<file path="config.mk">
export PLATFORM = sky130hd
export DESIGN_NAME = host_port
export DESIGN_NICKNAME = d
export VERILOG_FILES = /design/src/rtl/host_port_pkg.sv /design/src/rtl/host_port_sync.sv /design/src/rtl/host_port_strobe.sv /design/src/rtl/host_port.sv
export SDC_FILE = /design/constraint.sdc
export NUM_CORES = 1
export LEC_CHECK = 0
export BUFFER_PORTS_ARGS = -buffer_cell sky130_fd_sc_hd__buf_2
export CELL_PAD_IN_SITES_DETAIL_PLACEMENT = 0
export CELL_PAD_IN_SITES_GLOBAL_PLACEMENT = 2
export CORE_ASPECT_RATIO = 0.75
export CORE_MARGIN = 5
export CORE_UTILIZATION = 35
export DETAILED_ROUTE_END_ITERATION = 7
export PLACE_DENSITY_LB_ADDON = 0.1
export SYNTH_ARGS = -nofsm -noshare
export SYNTH_HDL_FRONTEND = slang
export SYNTH_SLANG_ARGS = --single-unit
</file>
<file path="constraint.sdc">
create_clock -name clk -period 2.6 [get_ports clk]
set_clock_uncertainty 0.15 [all_clocks]
set_input_delay 0.13 -clock clk [delete_from_list [all_inputs] [get_ports clk]]
set_output_delay 0.13 -clock clk [all_outputs]
set_load 0.01 [all_outputs]
</file>
<file path="src/rtl/host_port_pkg.sv">
package host_port_pkg;

  // control register layout, msb first; bit 0 is wide
  typedef struct packed {
    logic merge;    // bit 5
    logic inv;      // bit 4
    logic swap;     // bit 3
    logic strb_hi;  // bit 2
    logic style;    // bit 1
    logic wide;     // bit 0
  } cfg_t;

  typedef enum logic [1:0] {
    TGT_NONE = 2'd0,
    TGT_LO   = 2'd1,
    TGT_HI   = 2'd2,
    TGT_STAT = 2'd3
  } tgt_e;

  localparam logic [1:0] ADDR_IN   = 2'd0;
  localparam logic [1:0] ADDR_OUT  = 2'd1;
  localparam logic [1:0] ADDR_CFG  = 2'd2;
  localparam logic [1:0] ADDR_STAT = 2'd3;

  function automatic tgt_e map_target(input logic wide, input logic swap,
                                      input logic stat, input logic bsel);
    if (stat)
      return (bsel == swap) ? TGT_STAT : TGT_NONE;
    if (bsel == swap)
      return TGT_LO;
    return wide ? TGT_HI : TGT_NONE;
  endfunction

endpackage

</file>
<file path="src/rtl/host_port_sync.sv">
module host_port_sync #(
  parameter int W = 4,
  parameter int STAGES = 2,
  parameter logic [W-1:0] RST_VAL = '0
) (
  input  logic         clk,
  input  logic         rst,
  input  logic [W-1:0] d,
  output logic [W-1:0] q
);
  logic [W-1:0] pipe [STAGES];

  for (genvar g = 0; g < STAGES; g++) begin : g_stage
    always_ff @(posedge clk) begin
      if (rst)
        pipe[g] <= RST_VAL;
      else if (g == 0)
        pipe[g] <= d;
      else
        pipe[g] <= pipe[(g == 0) ? 0 : g-1];
    end
  end

  assign q = pipe[STAGES-1];
endmodule

</file>
<file path="src/rtl/host_port_strobe.sv">
module host_port_strobe
  import host_port_pkg::*;
(
  input  logic clk,
  input  logic rst,
  input  cfg_t cfg,
  input  logic cfg_we,
  input  logic sa,
  input  logic sb,
  output logic wr_ev,
  output logic rd_ev
);
  logic ds_act, wr_now, rd_now, wr_prev, rd_prev;

  assign ds_act = (sb == cfg.strb_hi);
  assign wr_now = cfg.style ? (ds_act && !sa) : !sa;
  assign rd_now = cfg.style ? (ds_act && sa)  : !sb;

  // a control write forgets strobe history so a re-interpreted pin
  // level can never look like a trailing edge
  always_ff @(posedge clk) begin
    if (rst || cfg_we) begin
      wr_prev <= 1'b0;
      rd_prev <= 1'b0;
    end else begin
      wr_prev <= wr_now;
      rd_prev <= rd_now;
    end
  end

  assign wr_ev = wr_prev && !wr_now && !cfg_we;
  assign rd_ev = rd_prev && !rd_now && !cfg_we;
endmodule

</file>
<file path="src/rtl/host_port.sv">
module host_port
  import host_port_pkg::*;
#(
  parameter int BYTE_W = 8,
  parameter int SYNC_STAGES = 2
) (
  input  logic                clk,
  input  logic                rst,
  input  logic                h_sa,
  input  logic                h_sb,
  input  logic                h_stat,
  input  logic                h_bsel,
  input  logic [BYTE_W-1:0]   h_din,
  output logic [BYTE_W-1:0]   h_dout,
  output logic                pin_ibf,
  output logic                pin_obe,
  input  logic [1:0]          i_addr,
  input  logic                i_wr,
  input  logic                i_rd,
  input  logic [2*BYTE_W-1:0] i_wdata,
  output logic [2*BYTE_W-1:0] i_rdata,
  output logic                irq_ibf,
  output logic                irq_obe
);
  localparam int WORD_W = 2*BYTE_W;
  localparam int BUS_W  = BYTE_W + 4;
  localparam int CFG_W  = $bits(cfg_t);
  localparam logic [BUS_W-1:0] BUS_RST = {2'b11, {(BUS_W-2){1'b0}}};

  cfg_t              cfg_q;
  logic              ibf_q, obe_q;
  logic [WORD_W-1:0] in_q, out_q;
  logic [BYTE_W-1:0] lo_sh, hi_sh;
  logic              w_lo_seen, w_hi_seen, r_lo_seen, r_hi_seen;

  logic [BUS_W-1:0]  sy;
  logic              sy_sa, sy_sb, sy_stat, sy_bsel;
  logic [BYTE_W-1:0] sy_din;
  logic              p_stat, p_bsel;
  logic [BYTE_W-1:0] p_din;

  logic              cfg_we, int_rd_in, int_wr_out;
  logic              wr_ev, rd_ev, ev_any, ev_quiet;
  tgt_e              tgt_now, tgt_ev;
  logic              wr_lo, wr_hi, rd_lo, rd_hi, wr_done, rd_done;
  logic [BYTE_W-1:0] asm_lo, asm_hi;

  host_port_sync #(.W(BUS_W), .STAGES(SYNC_STAGES), .RST_VAL(BUS_RST)) u_sync (
    .clk(clk), .rst(rst),
    .d({h_sa, h_sb, h_stat, h_bsel, h_din}),
    .q(sy)
  );
  assign {sy_sa, sy_sb, sy_stat, sy_bsel, sy_din} = sy;

  assign cfg_we     = i_wr && (i_addr == ADDR_CFG);
  assign int_wr_out = i_wr && (i_addr == ADDR_OUT);
  assign int_rd_in  = i_rd && (i_addr == ADDR_IN);

  host_port_strobe u_strobe (
    .clk(clk), .rst(rst), .cfg(cfg_q), .cfg_we(cfg_we),
    .sa(sy_sa), .sb(sy_sb), .wr_ev(wr_ev), .rd_ev(rd_ev)
  );

  // address and data as held during the strobe that just ended
  always_ff @(posedge clk) begin
    if (rst) begin
      p_stat <= 1'b0;
      p_bsel <= 1'b0;
      p_din  <= '0;
    end else begin
      p_stat <= sy_stat;
      p_bsel <= sy_bsel;
      p_din  <= sy_din;
    end
  end

  assign tgt_now = map_target(cfg_q.wide, cfg_q.swap, sy_stat, sy_bsel);
  assign tgt_ev  = map_target(cfg_q.wide, cfg_q.swap, p_stat, p_bsel);
  assign ev_any   = wr_ev || rd_ev;
  assign ev_quiet = (tgt_ev == TGT_NONE) || (tgt_ev == TGT_STAT);

  assign wr_lo = wr_ev && (tgt_ev == TGT_LO);
  assign wr_hi = wr_ev && (tgt_ev == TGT_HI);
  assign rd_lo = rd_ev && (tgt_ev == TGT_LO);
  assign rd_hi = rd_ev && (tgt_ev == TGT_HI);

  assign wr_done = cfg_q.wide ? ((wr_lo && w_hi_seen) || (wr_hi && w_lo_seen)) : wr_lo;
  assign rd_done = cfg_q.wide ? ((rd_lo && r_hi_seen) || (rd_hi && r_lo_seen)) : rd_lo;

  assign asm_lo = wr_lo ? p_din : lo_sh;
  assign asm_hi = wr_hi ? p_din : hi_sh;

  always_ff @(posedge clk) begin
    if (rst) begin
      cfg_q     <= '0;
      out_q     <= '0;
      in_q      <= '0;
      lo_sh     <= '0;
      hi_sh     <= '0;
      w_lo_seen <= 1'b0;
      w_hi_seen <= 1'b0;
      r_lo_seen <= 1'b0;
      r_hi_seen <= 1'b0;
      ibf_q     <= 1'b0;
      obe_q     <= 1'b1;
      irq_ibf   <= 1'b0;
      irq_obe   <= 1'b0;
    end else begin
      if (cfg_we)
        cfg_q <= cfg_t'(i_wdata[CFG_W-1:0]);
      if (int_wr_out)
        out_q <= i_wdata;

      if (cfg_we || wr_done) begin
        w_lo_seen <= 1'b0;
        w_hi_seen <= 1'b0;
      end else begin
        if (wr_lo) begin
          w_lo_seen <= 1'b1;
          lo_sh     <= p_din;
        end
        if (wr_hi) begin
          w_hi_seen <= 1'b1;
          hi_sh     <= p_din;
        end
      end

      if (cfg_we || rd_done) begin
        r_lo_seen <= 1'b0;
        r_hi_seen <= 1'b0;
      end else begin
        if (rd_lo) r_lo_seen <= 1'b1;
        if (rd_hi) r_hi_seen <= 1'b1;
      end

      if (wr_done)
        in_q <= cfg_q.wide ? {asm_hi, asm_lo} : {{BYTE_W{1'b0}}, p_din};

      if (wr_done)        ibf_q <= 1'b1;
      else if (int_rd_in) ibf_q <= 1'b0;
      if (rd_done)         obe_q <= 1'b1;
      else if (int_wr_out) obe_q <= 1'b0;

      irq_ibf <= wr_done;
      irq_obe <= rd_done;
    end
  end

  // registered pins and read paths
  always_ff @(posedge clk) begin
    if (rst) begin
      pin_ibf <= 1'b0;
      pin_obe <= 1'b1;
      h_dout  <= '0;
      i_rdata <= '0;
    end else begin
      pin_ibf <= (cfg_q.merge ? (ibf_q || obe_q) : ibf_q) ^ cfg_q.inv;
      pin_obe <= obe_q ^ cfg_q.inv;
      case (tgt_now)
        TGT_LO:   h_dout <= out_q[BYTE_W-1:0];
        TGT_HI:   h_dout <= out_q[WORD_W-1:BYTE_W];
        TGT_STAT: h_dout <= BYTE_W'({obe_q, ibf_q});
        default:  h_dout <= '0;
      endcase
      if (i_rd) begin
        case (i_addr)
          ADDR_IN:  i_rdata <= in_q;
          ADDR_OUT: i_rdata <= out_q;
          ADDR_CFG: i_rdata <= WORD_W'(cfg_q);
          default:  i_rdata <= WORD_W'({obe_q, ibf_q});
        endcase
      end
    end
  end
endmodule

</file>
==> results.toml, run 1 <==
[global_route]
grt.overflow.total = 0
grt_max_degree = 72
grt_pass1_vias = 3615
grt_pass1_wl_mm = 18.91
antenna_found_initial = 0
track_usage_pct = 15.64

[power]
leakage_nw = 2.380
vdd_ir_drop_max_mv = 0.4776
power.total_mw = 4.722
power_density_nw_per_um2 = 775.7

[detailed_routing]
wl_per_cell_um = 15.28
ant_nets = 0
drc = 0
dr.pass1.iters = 5
drtIter0Drc = 196
via_per_inst = 4.743
postRouteWirelength_mm = 11.54
vias = 3581

[placement]
place_area_um2 = 5176
post-dp-hpwl_mm = 7.845
numPortBuffers = 61
gp_congestion = 0.7696

[floorplanning]
die_area_um2 = 15750
initial_utilization_pct = 35.80
die_h_um = 109.9
ios = 62
fp.dieW_um = 143.3
core_um2 = 13020
row_count = 36

[sta]
setup_viol = 0
whs_ns = 0.08597
hold_viol_final = 0
tns_ns = 0
max_slew.worst_pin.slew_ns = 0.7689
min_period_ns = 2.398
period_share_pct = 92.21
drv_slew = 0
max_freq_mhz = 417.1
rsz0062_at_grt = "false"
slew_headroom_pct = 48.74

[finish]
finalInstanceArea_um2 = 6087
diodes = 0
syn_to_final_growth_pct = 30.60
final_util_pct = 46.76
multi_input_area_um2 = 2058
fill_cells = 1277
regArea_um2 = 2482
finalNetCount = 606
drive_above_1_share_pct = 22.09

[synthesis]
synth_cells = 481
synth_area_leaders = "dfxtp_1 (53%), mux2i_1 (8.8%), nor2b_1 (5.8%)"
synth_top_family_by_area = "simple AND/OR/NAND/NOR gates"
synth_top_area_share_pct = 53.26
synth_area_leader_cell = "dfxtp_1"
synthMuxAreaShare_pct = 12.43
yosys.area_share.xor_xnor_pct = 1.530
synth_warnings = 0
avgSynthCellArea_um2 = 9.690
yosys.area_share.simple_pct = 19.70
ys_types = 34
synth_compound_area_share_pct = 10.39
synth_seq_area_share_pct = 53.26
ys_seq_elements = 124
synthAdderAreaFrac_pct = 0
syn_area_um2 = 4661
syn-num-nets = 515

[clock_network]
ctsResizeCount = 0
clockBufferDepth = 2
h-tree-depth = 4
clkTransAtPathRegs_ns = 0.06
cts_made_buffers = 17
ctsRootBufferMaster = "clkbuf_16"
clk-insertion-delay-late_ns = 0.40
cts_tree = "yes"
clock-sinks = 124

[setup_path]
cp-start-kind = "register"
setup.worst_path.end_class = "register"
worstPathRequired_ns = 2.78
crit_path_cell_trace = "xor2_4 > mux2_2 > nor3_2 > buf_12 > nand3b_1 > o2bb2ai_1"
critical_path_class = "register to register"
cp_top_family = "flip-flops"
slowest_delay_ns = 0.50
cp.arrival_ns = 2.57
path_max_fanout = 21
worst_path_max_delay_cell = "dfxtp_1"
cp_num_buf_inv = 1

[status]
status = "finished, final reports clean"

[job]
cap_violations = 0

[min_path]
hold_path.class = "primary input to register"
[final timing paths]
path	startpoint	to	slack, ns	cells past startpoint
hold reg to reg	u_sync.pipe[0][11]$_SDFF_PP1_	u_sync.pipe[1][11]$_SDFF_PP1_	0.26	1
setup / recovery	cfg_q[3]$_SDFFE_PP0P_	in_q[12]$_SDFFE_PP0P_	0.20	6
hold / removal	i_rd	i_rdata[3]$_SDFFE_PP0P_	0.09	3
setup reg to reg	cfg_q[3]$_SDFFE_PP0P_	in_q[12]$_SDFFE_PP0P_	0.20	6
[through the flow]
stage / worst slack, ns / std cells
after floorplan: 0.4160 / 481
after CTS: 0.1778 / 755
after detailed placement: 0.2142 / 695
final: 0.2025 / 755
after global routing: 0.01496 / 755
after global placement: 0.3121 / 695
[cell usage in the layout (no fill, tap or decap), types with 4 or more instances in the layout]
cell	n
o2bb2ai_1	8
a211oi_1	13
buf_2	60
or2_2	6
buf_4	13
nand2_1	48
bufinv_16	4
nand3_1	14
mux2i_1	41
dlygate4sd3_1	29
a21oi_1	49
nor2_1	59
clkbuf_16	17
nor3_1	6
nor2b_1	43
dfxtp_1	124
mux2_2	11
[synthesized netlist by cell type]
master and n:
xor2_1 3, nor3_1 7, dfxtp_1 124, nor2b_1 43
a21oi_1 49, xor2_4 1, o211ai_2 1, clkbuf_1 24
mux2i_1 41, a211oi_1 13, o31ai_4 1, nor4_1 1
buf_4 1, xnor2_1 2, o2bb2ai_1 8, o21a_1 1
nand2b_1 3, nand3b_1 2, nand3_1 14, and4_1 1
nand2_1 48, nor2_1 59, nand4_1 1, nor4_4 2
o21ai_0 1, a21o_1 1, or2_2 6, mux4_2 2
nor3b_1 1, a41oi_1 2, mux2_2 11, inv_1 1
buf_2 1, buf_1 5
[kinds of logic after synthesis]
family	after synthesis
and+or+nand+nor	188
xor gates and xnor gates	6
AOI/OAI and AO/OA	77
muxes	54
buffers and inverters	32
DFF	124
[flip-flops by register name (all words and copies together), names as in the netlist, 6 cells and up]
signal / cells
u_sync.pipe: 24
i_rdata: 16
in_q: 16
out_q: 16
h_dout: 8
hi_sh: 8
lo_sh: 8
p_din: 8
cfg_q: 6
[report_power, final]
part	total (mW)	leakage, nW	switching [mW]	internal, mW
clock	2.47	0.293	0.868	1.61
combinational	0.262	1.08	0.140	0.122
sequential	1.99	1.01	0.0355	1.95
total	4.72	2.38	1.04	3.68
[final cells by class]
class / count / area share, %
Sequential cell: 124 / 40.78
Multi-Input combinational cell: 325 / 33.81
Timing Repair Buffer: 103 / 11.63
Clock buffer: 18 / 7.050
Tap cell: 171 / 3.515
Clock inverter: 13 / 3.145
Inverter: 1 / 0.06166
[worst reg2reg max path: stages (launching register included)]
cell and delay, ns:
dfxtp_1 0.50, xor2_4 0.35, mux2_2 0.41, nor3_2 0.23, buf_12 0.19, nand3b_1 0.26, o2bb2ai_1 0.24
[metal layers]
layer	up-vias	wire length (um)	track usage, %
met2	60	4972	23.49
met3	13	475	4.043
met1	1685	5924	21.98
met4	0	166	5.108
li1	1823	-	-
met5	-	0	0
[repair_timing]
action / CTS / global route
endpoints found under the hold margin: 34 / 0
hold buffers: 29 / 0
setup buffers: 0 / 0
endpoints found under the setup margin: 0 / 5
Note: power is estimated with default switching activity, not from simulation.
==> run 2: changes to the inputs <==
- CTS_BUF_LIST: default -> sky130_fd_sc_hd__clkbuf_8
==> run 2 against run 1 <==
Compared with the run above: via count hardly changed; fmax is 0.62% lower; combinational power hardly changed; clock power is 26% lower; hold slack worse by 0.023 ns; sequential power hardly changed; first-iteration DRC count is 2.6% lower; critical endpoint unchanged.
==> results.toml, run 2 (same netlist as run 1, synthesis figures left out) <==
[finish]
regArea_um2 = 2482
diodes = 0
final_cell_mix = "dfxtp_1 (124), buf_2 (60), nor2_1 (59), a21oi_1 (49), nand2_1 (48)"
largest_reg_flops = 24
finalNetCount = 606
drive_above_1_share_pct = 22.09
syn_to_final_growth_pct = 26.50
top_register = "u_sync.pipe"
multi_input_area_um2 = 2058
layout_commonest_cell = "dfxtp_1"
final_util_pct = 45.29
fill_cells = 1298

[clock_network]
clockBufferDepth = 2
postCtsSetupBuffers = 0
ctsResizeCount = 0
clk-insertion-delay-late_ns = 0.43
clkTransAtPathRegs_ns = 0.07
h-tree-depth = 4
cts_tree = "yes"
clock-sinks = 124
ctsRootBufferMaster = "clkbuf_8"
cts_made_buffers = 17

[setup_path]
crit_path_start = "cfg_q[3]$_SDFFE_PP0P_"
path_max_fanout = 21
crit_end = "in_q[12]$_SDFFE_PP0P_"
cp.arrival_ns = 2.62
worstPathRequired_ns = 2.80
setup.worst_path.end_class = "register"
critical_path_class = "register to register"
cp-start-kind = "register"
ff2ff_setup_slack_ns = 0.19
reg2reg_to = "in_q[12]$_SDFFE_PP0P_"
ff2ff_path_depth = 6
r2r-start = "cfg_q[3]$_SDFFE_PP0P_"

[global_route]
grt_pass1_wl_mm = 18.89
grt_pass1_vias = 3592
track_usage_pct = 15.75
grt.overflow.total = 0
grt_max_degree = 72
antenna_found_initial = 0

[floorplanning]
core_um2 = 13020
fp.dieW_um = 143.3
die_area_um2 = 15750
ios = 62
die_h_um = 109.9
initial_utilization_pct = 35.80
row_count = 36

[detailed_routing]
vias = 3580
wl_per_cell_um = 15.30
postRouteWirelength_mm = 11.55
drtIter0Drc = 191
ant_nets = 0
drc = 0
dr.pass1.iters = 4
via_per_inst = 4.742

[sta]
max_freq_mhz = 414.5
whs_ns = 0.06266
rsz0062_at_grt = "false"
tns_ns = 0
period_share_pct = 92.79
min_period_ns = 2.412
drv_slew = 0
max_slew.worst_pin.slew_ns = 0.7630
slew_headroom_pct = 49.13
setup_viol = 0
hold_viol_final = 0

[min_path]
hold_path.class = "primary input to register"
holdPathStages = 3

[power]
power_density_nw_per_um2 = 693.2
vdd_ir_drop_max_mv = 0.3364
leakage_nw = 2.297

[status]
status = "finished, final reports clean"

[job]
cap_violations = 0

[placement]
gp_congestion = 0.7696
post-dp-hpwl_mm = 7.845
numPortBuffers = 61
==> run 2: layout make-up <==
type	instances	share of cell area [%]
well taps	171	3.629
clock inverters	14	3.311
inverters	1	0.06367
flip-flops and latches	124	42.11
multi-input cells	325	34.91
clock buffers	17	3.969
repair buffers	103	12.01
==> run 2: what timing repair did <==
action / 4_1_cts / 5_1_grt
setup endpoints to repair: 0 / 6
hold buffers: 29 / 0
hold endpoints to repair: 34 / 0
==> run 2: report_power, final <==
group | internal, mW | switching [mW]
combinational | 0.122 | 0.140
clock | 1.04 | 0.798
sequential | 1.95 | 0.0355
total | 3.11 | 0.974
==> run 2: stage by stage <==
step                instance area (um2)  setup slack [ns]  total power, mW  std cells
floorplan                          4661            0.4160            2.166        481
global placement                   5176            0.3121            2.258        695
detailed placement                 5176            0.2142            2.260        695
CTS                                5896            0.1711            4.137        755
global route                       5896          0.006975            4.273        755
finish                             5896            0.1876            4.087        755
==> run 2: worst min path at each step <==
stage               from  slack [ns]                            end
global route        i_rd        0.09        i_rdata[2]$_SDFFE_PP0P_
CTS                 i_rd        0.06        i_rdata[2]$_SDFFE_PP0P_
global placement    h_sb        0.17  u_sync.pipe[0][10]$_SDFF_PP1_
finish              i_rd        0.06        i_rdata[2]$_SDFFE_PP0P_
floorplan           h_sb        0.08  u_sync.pipe[0][10]$_SDFF_PP1_
detailed placement  h_sb        0.17  u_sync.pipe[0][10]$_SDFF_PP1_
==> run 2: critical path: stages (launching register included) <==
cell,delay [ns]
dfxtp_1,0.51
xor2_4,0.35
mux2_2,0.41
nor3_2,0.24
buf_12,0.19
nand3b_1,0.25
o2bb2ai_1,0.24
==> run 2: layer usage <==
metal	vias up	global-route usage, %	routed length [um]
li1	1822	-	-
met1	1681	22.00	5901
met2	63	23.46	4962
met3	14	3.913	519
met4	0	6.116	165
met5	-	0	0
==> run 3: changes to the inputs <==
- clock period: 2.6 -> 2.3 ns (I/O delays scaled with it)
==> run 3 against run 2 <==
Compared with the run above: fmax up 16%; global-route usage is 0.092 points higher; flip-flop and latch count unchanged; critical path depth stayed put; wire length is 0.52% lower; sequential share of layout area down 0.054 points; design area increased by 0.13%; critical path type unchanged.
==> results.toml, run 3 (same netlist as run 1, synthesis figures left out) <==
[detailed_routing]
ant_nets = 0
wl_per_cell_um = 15.16
vias = 3546
postRouteWirelength_mm = 11.49
via_per_inst = 4.678
dr.pass1.iters = 4
drtIter0Drc = 158
drc = 0

[sta]
min_period_ns = 2.084
setup_viol = 0
drv_slew = 0
period_share_pct = 90.61
slew_headroom_pct = 59.90
rsz0062_at_grt = "false"
max_slew.worst_pin.slew_ns = 0.5994
max_freq_mhz = 479.9
hold_viol_final = 0
tns_ns = 0

[power]
power.internal_mw = 3.473
p_switching_mw = 1.023
leakage_nw = 2.316
pwr-share-seq_pct = 49.9
p_clk_share_pct = 43.4
switching_share_pct = 22.76
combPwrFrac_pct = 6.7
power_density_nw_per_um2 = 761.7
vdd_ir_drop_max_mv = 0.3200

[placement]
post-dp-hpwl_mm = 7.871
place_area_um2 = 5199
numPortBuffers = 61
gp_congestion = 0.7555

[floorplanning]
core_um2 = 13020
ios = 62
initial_utilization_pct = 35.80
row_count = 36
die_area_um2 = 15750
fp.dieW_um = 143.3
die_h_um = 109.9

[finish]
largest_reg_flops = 24
syn_to_final_growth_pct = 26.66
top_register = "u_sync.pipe"
fill_cells = 1282
finalInstanceArea_um2 = 5903
layout_commonest_cell = "dfxtp_1"
final_cell_mix = "dfxtp_1 (124), buf_2 (60), nor2_1 (59), a21oi_1 (49), nand2_1 (48)"
drive_above_1_share_pct = 22.32
diodes = 0
finalNetCount = 611

[setup_path]
setup.worst_path.end_class = "register"
cp.arrival_ns = 2.29
path_max_fanout = 21
cp_num_buf_inv = 1
cp-start-kind = "register"
cp_top_family = "compound AO/OA/AOI/OAI gates"
r2r-start = "cfg_q[2]$_SDFFE_PP0P_"
slowest_delay_ns = 0.47
critical_path_class = "register to register"
crit_path_cell_trace = "xor2_1 > o211ai_2 > nor3_2 > buf_12 > nor2_1 > o2bb2ai_1"
crit_path_start = "cfg_q[2]$_SDFFE_PP0P_"
worst_path_max_delay_cell = "o211ai_2"
worstPathRequired_ns = 2.51

[status]
status = "finished, final reports clean"

[global_route]
track_usage_pct = 15.84
grt_pass1_wl_mm = 18.98
antenna_found_initial = 0
grt_max_degree = 58
grt.overflow.total = 0
grt_pass1_vias = 3617

[min_path]
hold_start = "rst"
hold_path.class = "primary input to register"

[clock_network]
clockBufferDepth = 2
clk-insertion-delay-late_ns = 0.43
cts_tree = "yes"
h-tree-depth = 4
ctsRootBufferMaster = "clkbuf_8"
clock-sinks = 124
cts_made_buffers = 17
clkTransAtPathRegs_ns = 0.07

[job]
cap_violations = 0
-- run 3: power groups by stage --
stage               sequential (mW)  combinational (mW)  clock [mW]
global route                   2.25               0.338        2.12
finish                         2.24               0.301        1.95
global placement               2.29               0.265           0
CTS                            2.24               0.305        2.01
detailed placement             2.29               0.266           0
floorplan                      2.28               0.168           0
-- run 3: area by class of cell --
cell class,count,area (um2),share of cell area (%)
sequential,124,2482,42.05
tap,171,214.0,3.624
inverter,1,3.754,0.06359
timing repair buffer,108,748.2,12.67
clock buffer,20,275.3,4.663
clock inverter,9,121.4,2.056
multi-input combinational,325,2058,34.87
-- run 3: layer usage --
metal	vias to the layer above	GRT usage [%]	routed length [um]
li1	1834	-	-
met1	1642	22.23	5842
met2	57	23.69	5032
met3	13	4.261	488
met4	0	5.242	124
met5	-	0	0
-- run 3: what timing repair did --
item | 4_1_cts | 5_1_grt
setup endpoints to repair | 0 | 4
hold endpoints to repair | 34 | 0
setup buffers | 0 | 1
hold buffers | 30 | 0
gates resized for setup | 0 | 0
-- run 3: metrics by stage --
step           utilization [%]  worst slack, ns  std cells  total power [mW]  hold WS (ns)
6_report                 45.35           0.2161        758             4.496       0.02024
5_1_grt                  45.35          0.01749        758             4.703       0.02232
4_1_cts                  45.29           0.1735        757             4.562       0.01536
3_5_place_dp             39.94           0.2051        698             2.557        0.1550
3_3_place_gp             39.94           0.2820        698             2.556        0.1520
2_1_floorplan                -           0.1160        481             2.449       0.06881
-- run 3: worst paths after layout --
kind / slack, ns / cells past startpoint / to
min: 0.02 / 2 / lo_sh[2]$_SDFFE_PP0N_
max: 0.22 / 6 / in_q[14]$_SDFFE_PP0P_
min reg2reg: 0.26 / 1 / u_sync.pipe[1][11]$_SDFF_PP1_
max reg2reg: 0.22 / 6 / in_q[14]$_SDFFE_PP0P_
